--- src/rtl/xip_pkg.sv ---
package xip_pkg;
  typedef enum logic [1:0] {
    ST_IDLE   = 2'd0,
    ST_ACTIVE = 2'd1,
    ST_GAP    = 2'd2
  } xip_state_e;
endpackage

--- src/rtl/xip_addr_check.sv ---
module xip_addr_check #(
  parameter int ADDR_W   = 32,
  parameter int FSIZE_W  = 5,
  parameter int WIN_BITS = 28
) (
  input  logic [ADDR_W-1:0]  addr,
  input  logic [FSIZE_W-1:0] fsize,
  output logic               in_range
);
  localparam int EFF_W = FSIZE_W + 1;

  logic [EFF_W-1:0]  bits_cfg;
  logic [EFF_W-1:0]  bits_eff;
  logic [ADDR_W-1:0] hi_mask;

  always_comb begin
    bits_cfg = {1'b0, fsize} + EFF_W'(1);
    bits_eff = (bits_cfg > EFF_W'(WIN_BITS)) ? EFF_W'(WIN_BITS) : bits_cfg;
  end

  // Bit g of the address must be clear when g is at or above the capacity width.
  for (genvar g = 0; g < ADDR_W; g++) begin : g_mask
    assign hi_mask[g] = (bits_eff <= EFF_W'(g));
  end

  assign in_range = ~|(addr & hi_mask);
endmodule

--- src/rtl/xip_fill_track.sv ---
module xip_fill_track #(
  parameter int DEPTH = 4
) (
  input  logic clk,
  input  logic rst_n,
  input  logic flush,
  input  logic push,
  input  logic pop,
  output logic full
);
  localparam int LVL_W = $clog2(DEPTH + 1);
  localparam logic [LVL_W-1:0] LVL_MAX = LVL_W'(DEPTH);

  logic [LVL_W-1:0] level_q, level_n;
  logic             push_ok, pop_ok;

  assign push_ok = push && (level_q != LVL_MAX);
  assign pop_ok  = pop && (level_q != '0);

  always_comb begin
    level_n = level_q;
    if (flush) begin
      level_n = '0;
    end else begin
      unique case ({push_ok, pop_ok})
        2'b10:   level_n = level_q + LVL_W'(1);
        2'b01:   level_n = level_q - LVL_W'(1);
        default: level_n = level_q;
      endcase
    end
  end

  always_ff @(posedge clk or negedge rst_n) begin
    if (!rst_n) begin
      level_q <= '0;
    end else if (flush || push_ok || pop_ok) begin
      level_q <= level_n;
    end
  end

  assign full = (level_q == LVL_MAX);
endmodule

--- src/rtl/xip_idle_timer.sv ---
module xip_idle_timer #(
  parameter int TO_W = 16
) (
  input  logic            clk,
  input  logic            rst_n,
  input  logic            run,
  input  logic [TO_W-1:0] limit,
  output logic            expire
);
  logic [TO_W-1:0] cnt_q, cnt_n;

  assign cnt_n  = run ? (cnt_q + TO_W'(1)) : '0;
  assign expire = run && (limit != '0) && (cnt_q == (limit - TO_W'(1)));

  always_ff @(posedge clk or negedge rst_n) begin
    if (!rst_n) begin
      cnt_q <= '0;
    end else if (run || (cnt_q != '0)) begin
      cnt_q <= cnt_n;
    end
  end
endmodule

--- src/rtl/xip_session_fsm.sv ---
module xip_session_fsm
  import xip_pkg::*;
#(
  parameter int ADDR_W     = 32,
  parameter int WORD_BYTES = 4
) (
  input  logic              clk,
  input  logic              rst_n,
  input  logic              cfg_enable,
  input  logic              abort_req,
  input  logic              req_valid,
  input  logic [ADDR_W-1:0] req_addr,
  input  logic              in_range,
  input  logic              expire,
  output logic              active,
  output logic              acc,
  output logic              hit,
  output logic              flush,
  output logic              req_ready,
  output logic              rsp_valid,
  output logic              rsp_err,
  output logic              eng_start,
  output logic              eng_stop,
  output logic [ADDR_W-1:0] eng_addr,
  output logic              cs_n,
  output logic              busy
);
  localparam logic [ADDR_W-1:0] STEP = ADDR_W'(WORD_BYTES);

  xip_state_e        state_q, state_n;
  logic [ADDR_W-1:0] ptr_q, ptr_n, eaddr_q, eaddr_n;
  logic              start_q, start_n, stop_q, stop_n;
  logic              rv_q, re_q, err;

  assign req_ready = (state_q != ST_GAP) && !abort_req;
  assign acc       = req_valid && req_ready && cfg_enable && in_range;
  assign err       = req_valid && req_ready && !(cfg_enable && in_range);
  assign active    = (state_q == ST_ACTIVE);

  always_comb begin
    state_n = state_q;
    ptr_n   = ptr_q;
    eaddr_n = eaddr_q;
    start_n = 1'b0;
    stop_n  = 1'b0;
    hit     = 1'b0;
    if (!cfg_enable || abort_req) begin
      stop_n  = (state_q == ST_ACTIVE);
      state_n = ST_IDLE;
    end else begin
      unique case (state_q)
        ST_IDLE: begin
          if (acc) begin
            state_n = ST_ACTIVE;
            start_n = 1'b1;
            eaddr_n = req_addr;
            ptr_n   = req_addr + STEP;
          end
        end
        ST_ACTIVE: begin
          if (acc) begin
            if (req_addr == ptr_q) begin
              hit   = 1'b1;
              ptr_n = ptr_q + STEP;
            end else begin
              stop_n  = 1'b1;
              state_n = ST_GAP;
              eaddr_n = req_addr;
            end
          end else if (expire) begin
            stop_n  = 1'b1;
            state_n = ST_IDLE;
          end
        end
        ST_GAP: begin
          state_n = ST_ACTIVE;
          start_n = 1'b1;
          ptr_n   = eaddr_q + STEP;
        end
        default: state_n = ST_IDLE;
      endcase
    end
  end

  assign flush = (state_q != ST_ACTIVE) || (state_n != ST_ACTIVE);

  always_ff @(posedge clk or negedge rst_n) begin
    if (!rst_n) begin
      state_q <= ST_IDLE;
      start_q <= 1'b0;
      stop_q  <= 1'b0;
      rv_q    <= 1'b0;
      re_q    <= 1'b0;
    end else begin
      state_q <= state_n;
      start_q <= start_n;
      stop_q  <= stop_n;
      rv_q    <= acc || err;
      re_q    <= err;
    end
  end

  always_ff @(posedge clk or negedge rst_n) begin
    if (!rst_n) begin
      ptr_q   <= '0;
      eaddr_q <= '0;
    end else if (state_n != state_q || hit) begin
      ptr_q   <= ptr_n;
      eaddr_q <= eaddr_n;
    end
  end

  assign rsp_valid = rv_q;
  assign rsp_err   = re_q;
  assign eng_start = start_q;
  assign eng_stop  = stop_q;
  assign eng_addr  = eaddr_q;
  assign cs_n      = (state_q != ST_ACTIVE);
  assign busy      = (state_q != ST_IDLE);
endmodule

--- src/rtl/xip_session_ctrl.sv ---
module xip_session_ctrl #(
  parameter int ADDR_W     = 32,
  parameter int FSIZE_W    = 5,
  parameter int TO_W       = 16,
  parameter int FIFO_DEPTH = 4,
  parameter int WORD_BYTES = 4,
  parameter int WIN_BITS   = 28
) (
  input  logic               clk,
  input  logic               rst_n,
  input  logic               cfg_enable,
  input  logic [FSIZE_W-1:0] cfg_fsize,
  input  logic [TO_W-1:0]    cfg_timeout,
  input  logic               abort_req,
  input  logic               req_valid,
  input  logic [ADDR_W-1:0]  req_addr,
  output logic               req_ready,
  output logic               rsp_valid,
  output logic               rsp_err,
  input  logic               eng_push,
  output logic               eng_start,
  output logic               eng_stop,
  output logic [ADDR_W-1:0]  eng_addr,
  output logic               cs_n,
  output logic               busy
);
  logic rst_meta_q, rst_sync_q;
  logic in_range, expire, active, acc, hit, flush, full;

  // Assert asynchronously, release on the clock.
  always_ff @(posedge clk or negedge rst_n) begin
    if (!rst_n) begin
      rst_meta_q <= 1'b0;
      rst_sync_q <= 1'b0;
    end else begin
      rst_meta_q <= 1'b1;
      rst_sync_q <= rst_meta_q;
    end
  end

  xip_addr_check #(
    .ADDR_W(ADDR_W), .FSIZE_W(FSIZE_W), .WIN_BITS(WIN_BITS)
  ) u_range (
    .addr(req_addr), .fsize(cfg_fsize), .in_range(in_range)
  );

  xip_fill_track #(.DEPTH(FIFO_DEPTH)) u_fill (
    .clk(clk), .rst_n(rst_sync_q), .flush(flush),
    .push(eng_push && active), .pop(hit), .full(full)
  );

  xip_idle_timer #(.TO_W(TO_W)) u_timer (
    .clk(clk), .rst_n(rst_sync_q),
    .run(active && full && !acc), .limit(cfg_timeout), .expire(expire)
  );

  xip_session_fsm #(.ADDR_W(ADDR_W), .WORD_BYTES(WORD_BYTES)) u_fsm (
    .clk(clk), .rst_n(rst_sync_q), .cfg_enable(cfg_enable),
    .abort_req(abort_req), .req_valid(req_valid), .req_addr(req_addr),
    .in_range(in_range), .expire(expire), .active(active), .acc(acc),
    .hit(hit), .flush(flush), .req_ready(req_ready), .rsp_valid(rsp_valid),
    .rsp_err(rsp_err), .eng_start(eng_start), .eng_stop(eng_stop),
    .eng_addr(eng_addr), .cs_n(cs_n), .busy(busy)
  );
endmodule

--- config.mk ---
export PLATFORM = sky130hd
export DESIGN_NAME = xip_session_ctrl
export DESIGN_NICKNAME = d
export VERILOG_FILES = /design/src/rtl/xip_pkg.sv /design/src/rtl/xip_addr_check.sv /design/src/rtl/xip_fill_track.sv /design/src/rtl/xip_idle_timer.sv /design/src/rtl/xip_session_fsm.sv /design/src/rtl/xip_session_ctrl.sv
export SDC_FILE = /design/constraint.sdc
export NUM_CORES = 1
export LEC_CHECK = 0
export CORE_ASPECT_RATIO = 1.5
export CORE_MARGIN = 2
export CORE_UTILIZATION = 25
export CTS_BUF_LIST = sky130_fd_sc_hd__clkbuf_4 sky130_fd_sc_hd__clkbuf_8
export DETAILED_ROUTE_END_ITERATION = 8
export HOLD_SLACK_MARGIN = 0.06
export PLACE_DENSITY = 0.54
export SYNTH_ARGS = -nofsm -noshare
export SYNTH_HDL_FRONTEND = slang
export SYNTH_SLANG_ARGS = --single-unit
--- constraint.sdc ---
create_clock -name clk -period 3.3 [get_ports clk]
set_clock_uncertainty 0.15 [all_clocks]
set_input_delay 0.33 -clock clk [delete_from_list [all_inputs] [get_ports clk]]
set_output_delay 0.33 -clock clk [all_outputs]
set_load 0.02 [all_outputs]
Word-level counts from Yosys, hierarchy flattened
Cells that the tools add are included. Widths: inputs -> output; s select.

Add/sub/neg operators: 8. Magnitude comparators: 33. Eq/ne operators: 16. Mux-type cells: 30. Bitwise logic cells: 2. Reductions and logical operators: 37.

Operator list (number): $mux 32 (6); $add 32x3->32 const B (3); $le 6x5->1 const B (16); $pmux 32 s3 (1); $pmux 32 s2 (1); $le 6x4->1 const B (8); $and 32x32->32 (1); $eq 32x32->1 (1); $reduce_bool 16->1 (2); $reduce_or 32->1 (1); $le 6x3->1 const B (4); $add 16x1->16 const B (1); $eq 16x16->1 (1); $mux 16 (1); $sub 16x1->16 const B (1); $logic_and 1x1->1 (13); $le 6x1->1 const B (2); $le 6x2->1 const B (2); $reduce_and 6->1 (2); $mux 1 (11); $mux 2 (5); $reduce_bool 3->1 (3); $ne 2x1->1 const B (4); $logic_or 1x1->1 (7); 20 further kinds (29).

Bits in registers: 91. Bits of input ports: 59. Output and inout bits: 39. Word-level logic and storage cells: 137.

Longest topological paths before layout
Depth in word-level cells: 21. Mapped depth: 17.

Hierarchy
A second synthesis with hierarchy kept.

Cells, all modules: 747. Area, all modules: 7303.3 sq um.

Modules (own cells, without submodules): xip_session_fsm (times used 1, cells an instance 389, area each 4551.9 sq um); xip_idle_timer (times used 1, cells an instance 184, area each 1546.5 sq um); xip_addr_check (times used 1, cells an instance 132, area each 800.8 sq um); xip_fill_track (times used 1, cells an instance 37, area each 335.3 sq um); xip_session_ctrl (times used 1, cells an instance 5, area each 68.8 sq um).

Worst setup path before layout
Ideal clock, no wire load.

Path kind: input to register. From: in cfg_fsize[0]. To: reg u_fill.level_q[2]. Arrival: 3.480 ns. Required time: 3.064 ns. Slack: -0.416 ns. Stages: 16. Buffers on the path: 1. Cells stage by stage: ha_1 > buf_2 > nand2b_1 > nand4_1 > a2111oi_0 > nand2_1 > nor4_2 > nand3_2 > nor3_1 > ha_1 > inv_1 > fa_1 > xnor2_1 > o211ai_1 > xor2_1 > nor3_1.

Cells in the longest elaborated chain, start to end: 21.

Ends and longest elaborated chain: start, declared (line xip_session_ctrl.sv:12) `input logic [FSIZE_W-1:0] cfg_fsize,`; $add 5x1->6 * (line xip_addr_check.sv:17) `bits_cfg = {1'b0, fsize} + EFF_W'(1);`; $gt 6x5->1 (line xip_addr_check.sv:18) `bits_eff = (bits_cfg > EFF_W'(WIN_BITS)) ? EFF_W'(WIN_BITS) : bits_cfg;`; $mux 6 * (line xip_addr_check.sv:18); $le 6x1->1, or another cell as far along (line xip_addr_check.sv:23) `assign hi_mask[g] = (bits_eff <= EFF_W'(g));`; $and 32x32->32 * (line xip_addr_check.sv:26) `assign in_range = ~|(addr & hi_mask);`; $reduce_or 32->1 * (line xip_addr_check.sv:26); $logic_not 1->1 * (line xip_addr_check.sv:26); $logic_and 1x1->1 * (line xip_session_fsm.sv:36) `assign acc = req_valid && req_ready && cfg_enable && in_range;`; (+4 left out); $mux 2 (line xip_session_fsm.sv:70) `end else if (expire) begin`; $mux 2 (line xip_session_fsm.sv:61) `if (acc) begin`; $pmux 2 s3 (line xip_session_fsm.sv:51) `unique case (state_q)`; $mux 2 (line xip_session_fsm.sv:47) `if (!cfg_enable || abort_req) begin`; $ne 2x1->1 (line xip_session_fsm.sv:85) `assign flush = (state_q != ST_ACTIVE) || (state_n != ST_ACTIVE);`; $logic_or 1x1->1 (line xip_session_fsm.sv:85); $logic_or 1x1->1 (2 in a row) (line xip_fill_track.sv:36) `end else if (flush || push_ok || pop_ok) begin`; $reduce_and 2->1 (no source line); end signal, assigned (line xip_fill_track.sv:37) `level_q <= level_n;`; end, declared (line xip_fill_track.sv:14) `logic [LVL_W-1:0] level_q, level_n;`.

Every way passes the cells marked *; elsewhere a longest branch is shown, timed or not. A chain may end at the register's enable or synchronous reset.

Worst setup path after layout
From: in cfg_fsize[0]. To: reg u_fsm.ptr_q[26].

Cells in the longest elaborated chain, start to end: 19.

Ends and longest elaborated chain: $add 5x1->6 * (line xip_addr_check.sv:17); $gt 6x5->1 (line xip_addr_check.sv:18); $mux 6 * (line xip_addr_check.sv:18); $le 6x1->1, or another cell as far along (line xip_addr_check.sv:23); $and 32x32->32 * (line xip_addr_check.sv:26); $reduce_or 32->1 * (line xip_addr_check.sv:26); $logic_not 1->1 * (line xip_addr_check.sv:26); $logic_and 1x1->1 * (line xip_session_fsm.sv:36); (+2 left out); $logic_and 1x1->1 (2 in a row) (line xip_idle_timer.sv:13) `assign expire = run && (limit != '0) && (cnt_q == (limit - TO_W'(1)));`; $mux 2 (line xip_session_fsm.sv:70); $mux 2 (line xip_session_fsm.sv:61); $pmux 2 s3 (line xip_session_fsm.sv:51); $mux 2 (line xip_session_fsm.sv:47); $ne 2x2->1 (line xip_session_fsm.sv:107) `end else if (state_n != state_q || hit) begin`; $logic_or 1x1->1 (line xip_session_fsm.sv:107); $reduce_and 6->1 (no source line) *; end signal, assigned (line xip_session_fsm.sv:108) `ptr_q <= ptr_n;`; end, declared (line xip_session_fsm.sv:31) `logic [ADDR_W-1:0] ptr_q, ptr_n, eaddr_q, eaddr_n;`.

Marks and branches as above.

==> results by group <==
Synthesis
  – Syn Nets: 853
  – Syn Inst Count: 782
  – Ys Warns: 0
  – Number of synthesized flops with an enable pin: 0
  – Top_reg_cell synth: dfrtp_1
  – Sequential-to-total area share from yosys stat: 0.314
  – Syn_area_per_cell: 9.28 µm²
  – Async S/R FF share, synth: 1.00
  – Mapped Area: 7260 µm²
  – Cell variety after synth: 79
  – Seq cells post-synth: 91

Global routing
  – Busiest grt layer: met2
  – Largest net degree at the start of global routing: 42
  – Met3 Use GR: 0.0213
  – Met1 Resource Use GR: 0.207
  – Met2 Resource Use GR: 0.355
  – Total track usage: 0.187
  – Initial antenna violation count: 0
  – GRT overflow: 0
  – Vias in the first global route: 7536
  – First-pass GRT wire length: 42900 µm

Timing
  – Fin worst setup slack: -208 ps
  – RSZ-0062 raised after global routing: yes
  – Fin crit period: 3510 ps
  – Max Clk Rate: 0.285 GHz
  – Hold Violations, Final: 0
  – Final Cycle Share: 1.06
  – Slew @ Worst Pin: 591 ps
  – Rel. slew slack: 0.606
  – Final Max Tran Viols: 0
  – Final-report setup violation count: 63

Power and ir drop
  – Clock network power share: 0.287
  – Sequential share of power: 0.444
  – Gate power share: 0.269
  – Peak VDD IR: 0.000169 V
  – Power Dens Cells: 228 nW/µm²
  – P_int: 1.78 mW
  – Total chip power: 2.60 mW
  – Net Sw Power: 822 µW
  – Leak Pwr: 4.89 nW
  – Switching share of power: 0.316

Die
  – Core area: 28600 µm²
  – Die H: 213 µm
  – Die width: 143 µm
  – Die area: 30400 µm²
  – Starting density of the core: 0.254
  – Floorplan row count: 76
  – Io pins: 98

Setup path
  – WP data arrival: 3650 ps
  – Element type at the critical path start: input pin
  – Critical path depth: 18
  – Buffers and inverters on the worst path: 8
  – Largest stage delay, worst path: 370 ps
  – Worst EP required: 3440 ps
  – WS Path Type: input pin to register
  – CP dominant cell by count: buf_4
  – Reg2Reg Launch Point: u_fsm.ptr_q[21]
  – Worst-path fanout max: 7
  – RR Endpoint: u_fill.level_q[2]
  – Critical-path cell list: buf_8 -> ha_4 -> buf_6 -> nor2b_4 -> buf_6 -> buf_4 -> o21ai_0 -> a221oi_1 -> o22ai_2 -> or2_4 -> buf_4 -> or3_4 -> a221oi_2 -> buf_4 -> o21ai_4 -> buf_12 -> buf_12 -> mux2_4
  – Origin of the worst setup path: cfg_fsize[0]
  – Slowest-stage cell, CP: or3_4
  – Critical Path Sink Type: register
  – Crit path to: u_fsm.ptr_q[26]
  – Worst reg-to-reg setup slack: -30 ps
  – R2R depth: 14
  – Cell family with most CP delay: buffers and inverters

Flow run
  – Maxcap violations: 0

Clock tree
  – CTS clk-pin slew, worst paths: 120 ps
  – Worst skew pair latency: 410 ps
  – Clock buffer count from CTS: 9
  – Max Buffers Root-to-Sink: 2
  – TritonCTS clock tree: built
  – CTS root buffer: clkbuf_8
  – TritonCTS sink count: 91
  – # H-tree levels: 3

Cells and area
  – Fillcell total: 2876
  – Non-filler cells, final: 1501
  – Most frequent cells in the layout: 227 x buf_4, 91 x clkdlybuf4s50_1, 90 x dfrtp_1
  – Most common cell after layout, fill and taps aside: buf_4
  – Antenna cell count: 0
  – Share of layout cells above drive strength 1: 0.391
  – Synthesis-to-finish area growth: 57.2%
  – Fin util: 0.399
  – # nets final: 1177

Route
  – Via Count: 7210
  – Drt drc: 0
  – Routed WL per cell: 19.0 µm
  – DRT iter0 DRCs: 337
  – Antenna Nets Post-Route: 0
  – Vias per cell: 4.80
  – Post-Route WL: 28500 µm
  – First-pass DRT Iterations: 4

Placement
  – Dpl hpwl: 21700 µm
  – Pre-CTS setup slack: -1210 ps
  – Placer Congestion: 0.911
  – Port bufs: 97
  – Dpl cells: 1439

Min path
  – Hold crit path type: register to async pin

Run status
  – Status: complete, but fails checks
  – Failing checks: setup timing
-- registers in the layout (all words and copies together), names as in the netlist --
name	flops
u_fsm.rsp_valid	1
rst_meta_q	1
u_fsm.ptr_q	32
u_fsm.eng_start	1
u_fsm.eng_addr	32
u_fsm.rsp_err	1
u_fsm.state_q	2
u_fill.level_q	3
u_timer.cnt_q	16
rst_sync_q	1
u_fsm.eng_stop	1
-- how the worst min path moves through the flow --
stage                     depth (start not counted)              end  slack [ps]        from
after detailed placement                          0  u_fsm.rsp_valid         200  rst_sync_q
after CTS                                         0  u_fsm.ptr_q[14]         210  rst_sync_q
final                                             0  u_fsm.ptr_q[12]         180  rst_sync_q
after global routing                              0       rst_sync_q         230  rst_meta_q
after global placement                            0       rst_sync_q         190  rst_meta_q
after floorplan                                   0       rst_meta_q        -120       rst_n
-- layer usage --
layer / part of all wire / vias to the layer above / wire [µm]
met1: 0.38 / 3514 / 10900
met2: 0.54 / 170 / 15500
li1: - / 3467 / -
met3: 0.031 / 59 / 890
met5: 0 / - / 0
met4: 0.045 / 0 / 1290
-- power by group through the flow --
stage	Sequential, mW	Combinational [mW]	Clock [mW]
finish	1.15	0.699	0.746
global route	1.16	0.744	0.804
CTS	1.15	0.658	0.775
detailed placement	1.18	0.616	0
global placement	1.17	0.620	0
floorplan	1.18	0.246	0
-- layout make-up --
type,count,area [µm²],share of cell area
multi-input cells,617,5070,0.445
repair buffers,360,3290,0.288
flip-flops and latches,91,2280,0.200
well taps,390,488,0.0428
clock buffers,9,124,0.0109
inverters,27,103,0.00899
clock inverters,7,53.8,0.00472
-- logic make-up after synthesis --
family,Yosys count,share of synthesized area
AND/OR/NAND/NOR,265,0.189
AO/OA/AOI/OAI,163,0.159
XOR/XNOR,94,0.113
flip-flops,91,0.314
multiplexers,81,0.152
buffers and inverters,74,0.0486
adder cells (fa/ha/maj),13,0.0231
other,1,0.000517
-- stage by stage --
stage	cell area (µm²)	setup TNS [ps]	hold WS, ps
3_3_place_gp	10200	-84950	192
6_report	11400	-10110	178
4_1_cts	11000	-3880	205
2_1_floorplan	7320	-8420	-116
3_5_place_dp	10200	-85350	201
5_1_grt	11400	-15490	230
-- repair_timing --
action                     in CTS  in global routing
setup buffers                  17                 24
pin swaps                      21                 21
setup endpoints to repair      86                 68
hold endpoints to repair        2                  0
resized for setup              87                 57
hold buffers                    1                  0
gates cloned                    7                  1
-- synth_stat cells (all sizes together) (22+ instances only) --
library cell,instances,share of area
buf,25,0.023
dfrtp,91,0.31
xnor2,67,0.081
inv,26,0.013
clkbuf,22,0.012
nor2,67,0.035
mux2,64,0.13
o21ai,37,0.026
a22oi,22,0.023
a21oi,30,0.021
nand3,24,0.017
nand2,54,0.028
xor2,27,0.033
-- worst register-to-register path, cell delays in order (launching register included) --
cell and delay [ps]:
dfrtp_1 440, xnor2_2 260, nand4_1 230, nor4_1 300, nand2_1 170, nor2_1 200, o31ai_1 140, nor3_4 170
ha_1 200, inv_1 60, fa_1 370, xnor2_1 140, o211ai_1 110, xor2_1 160, nor3_2 150
Power figures use the tool's default switching activity.
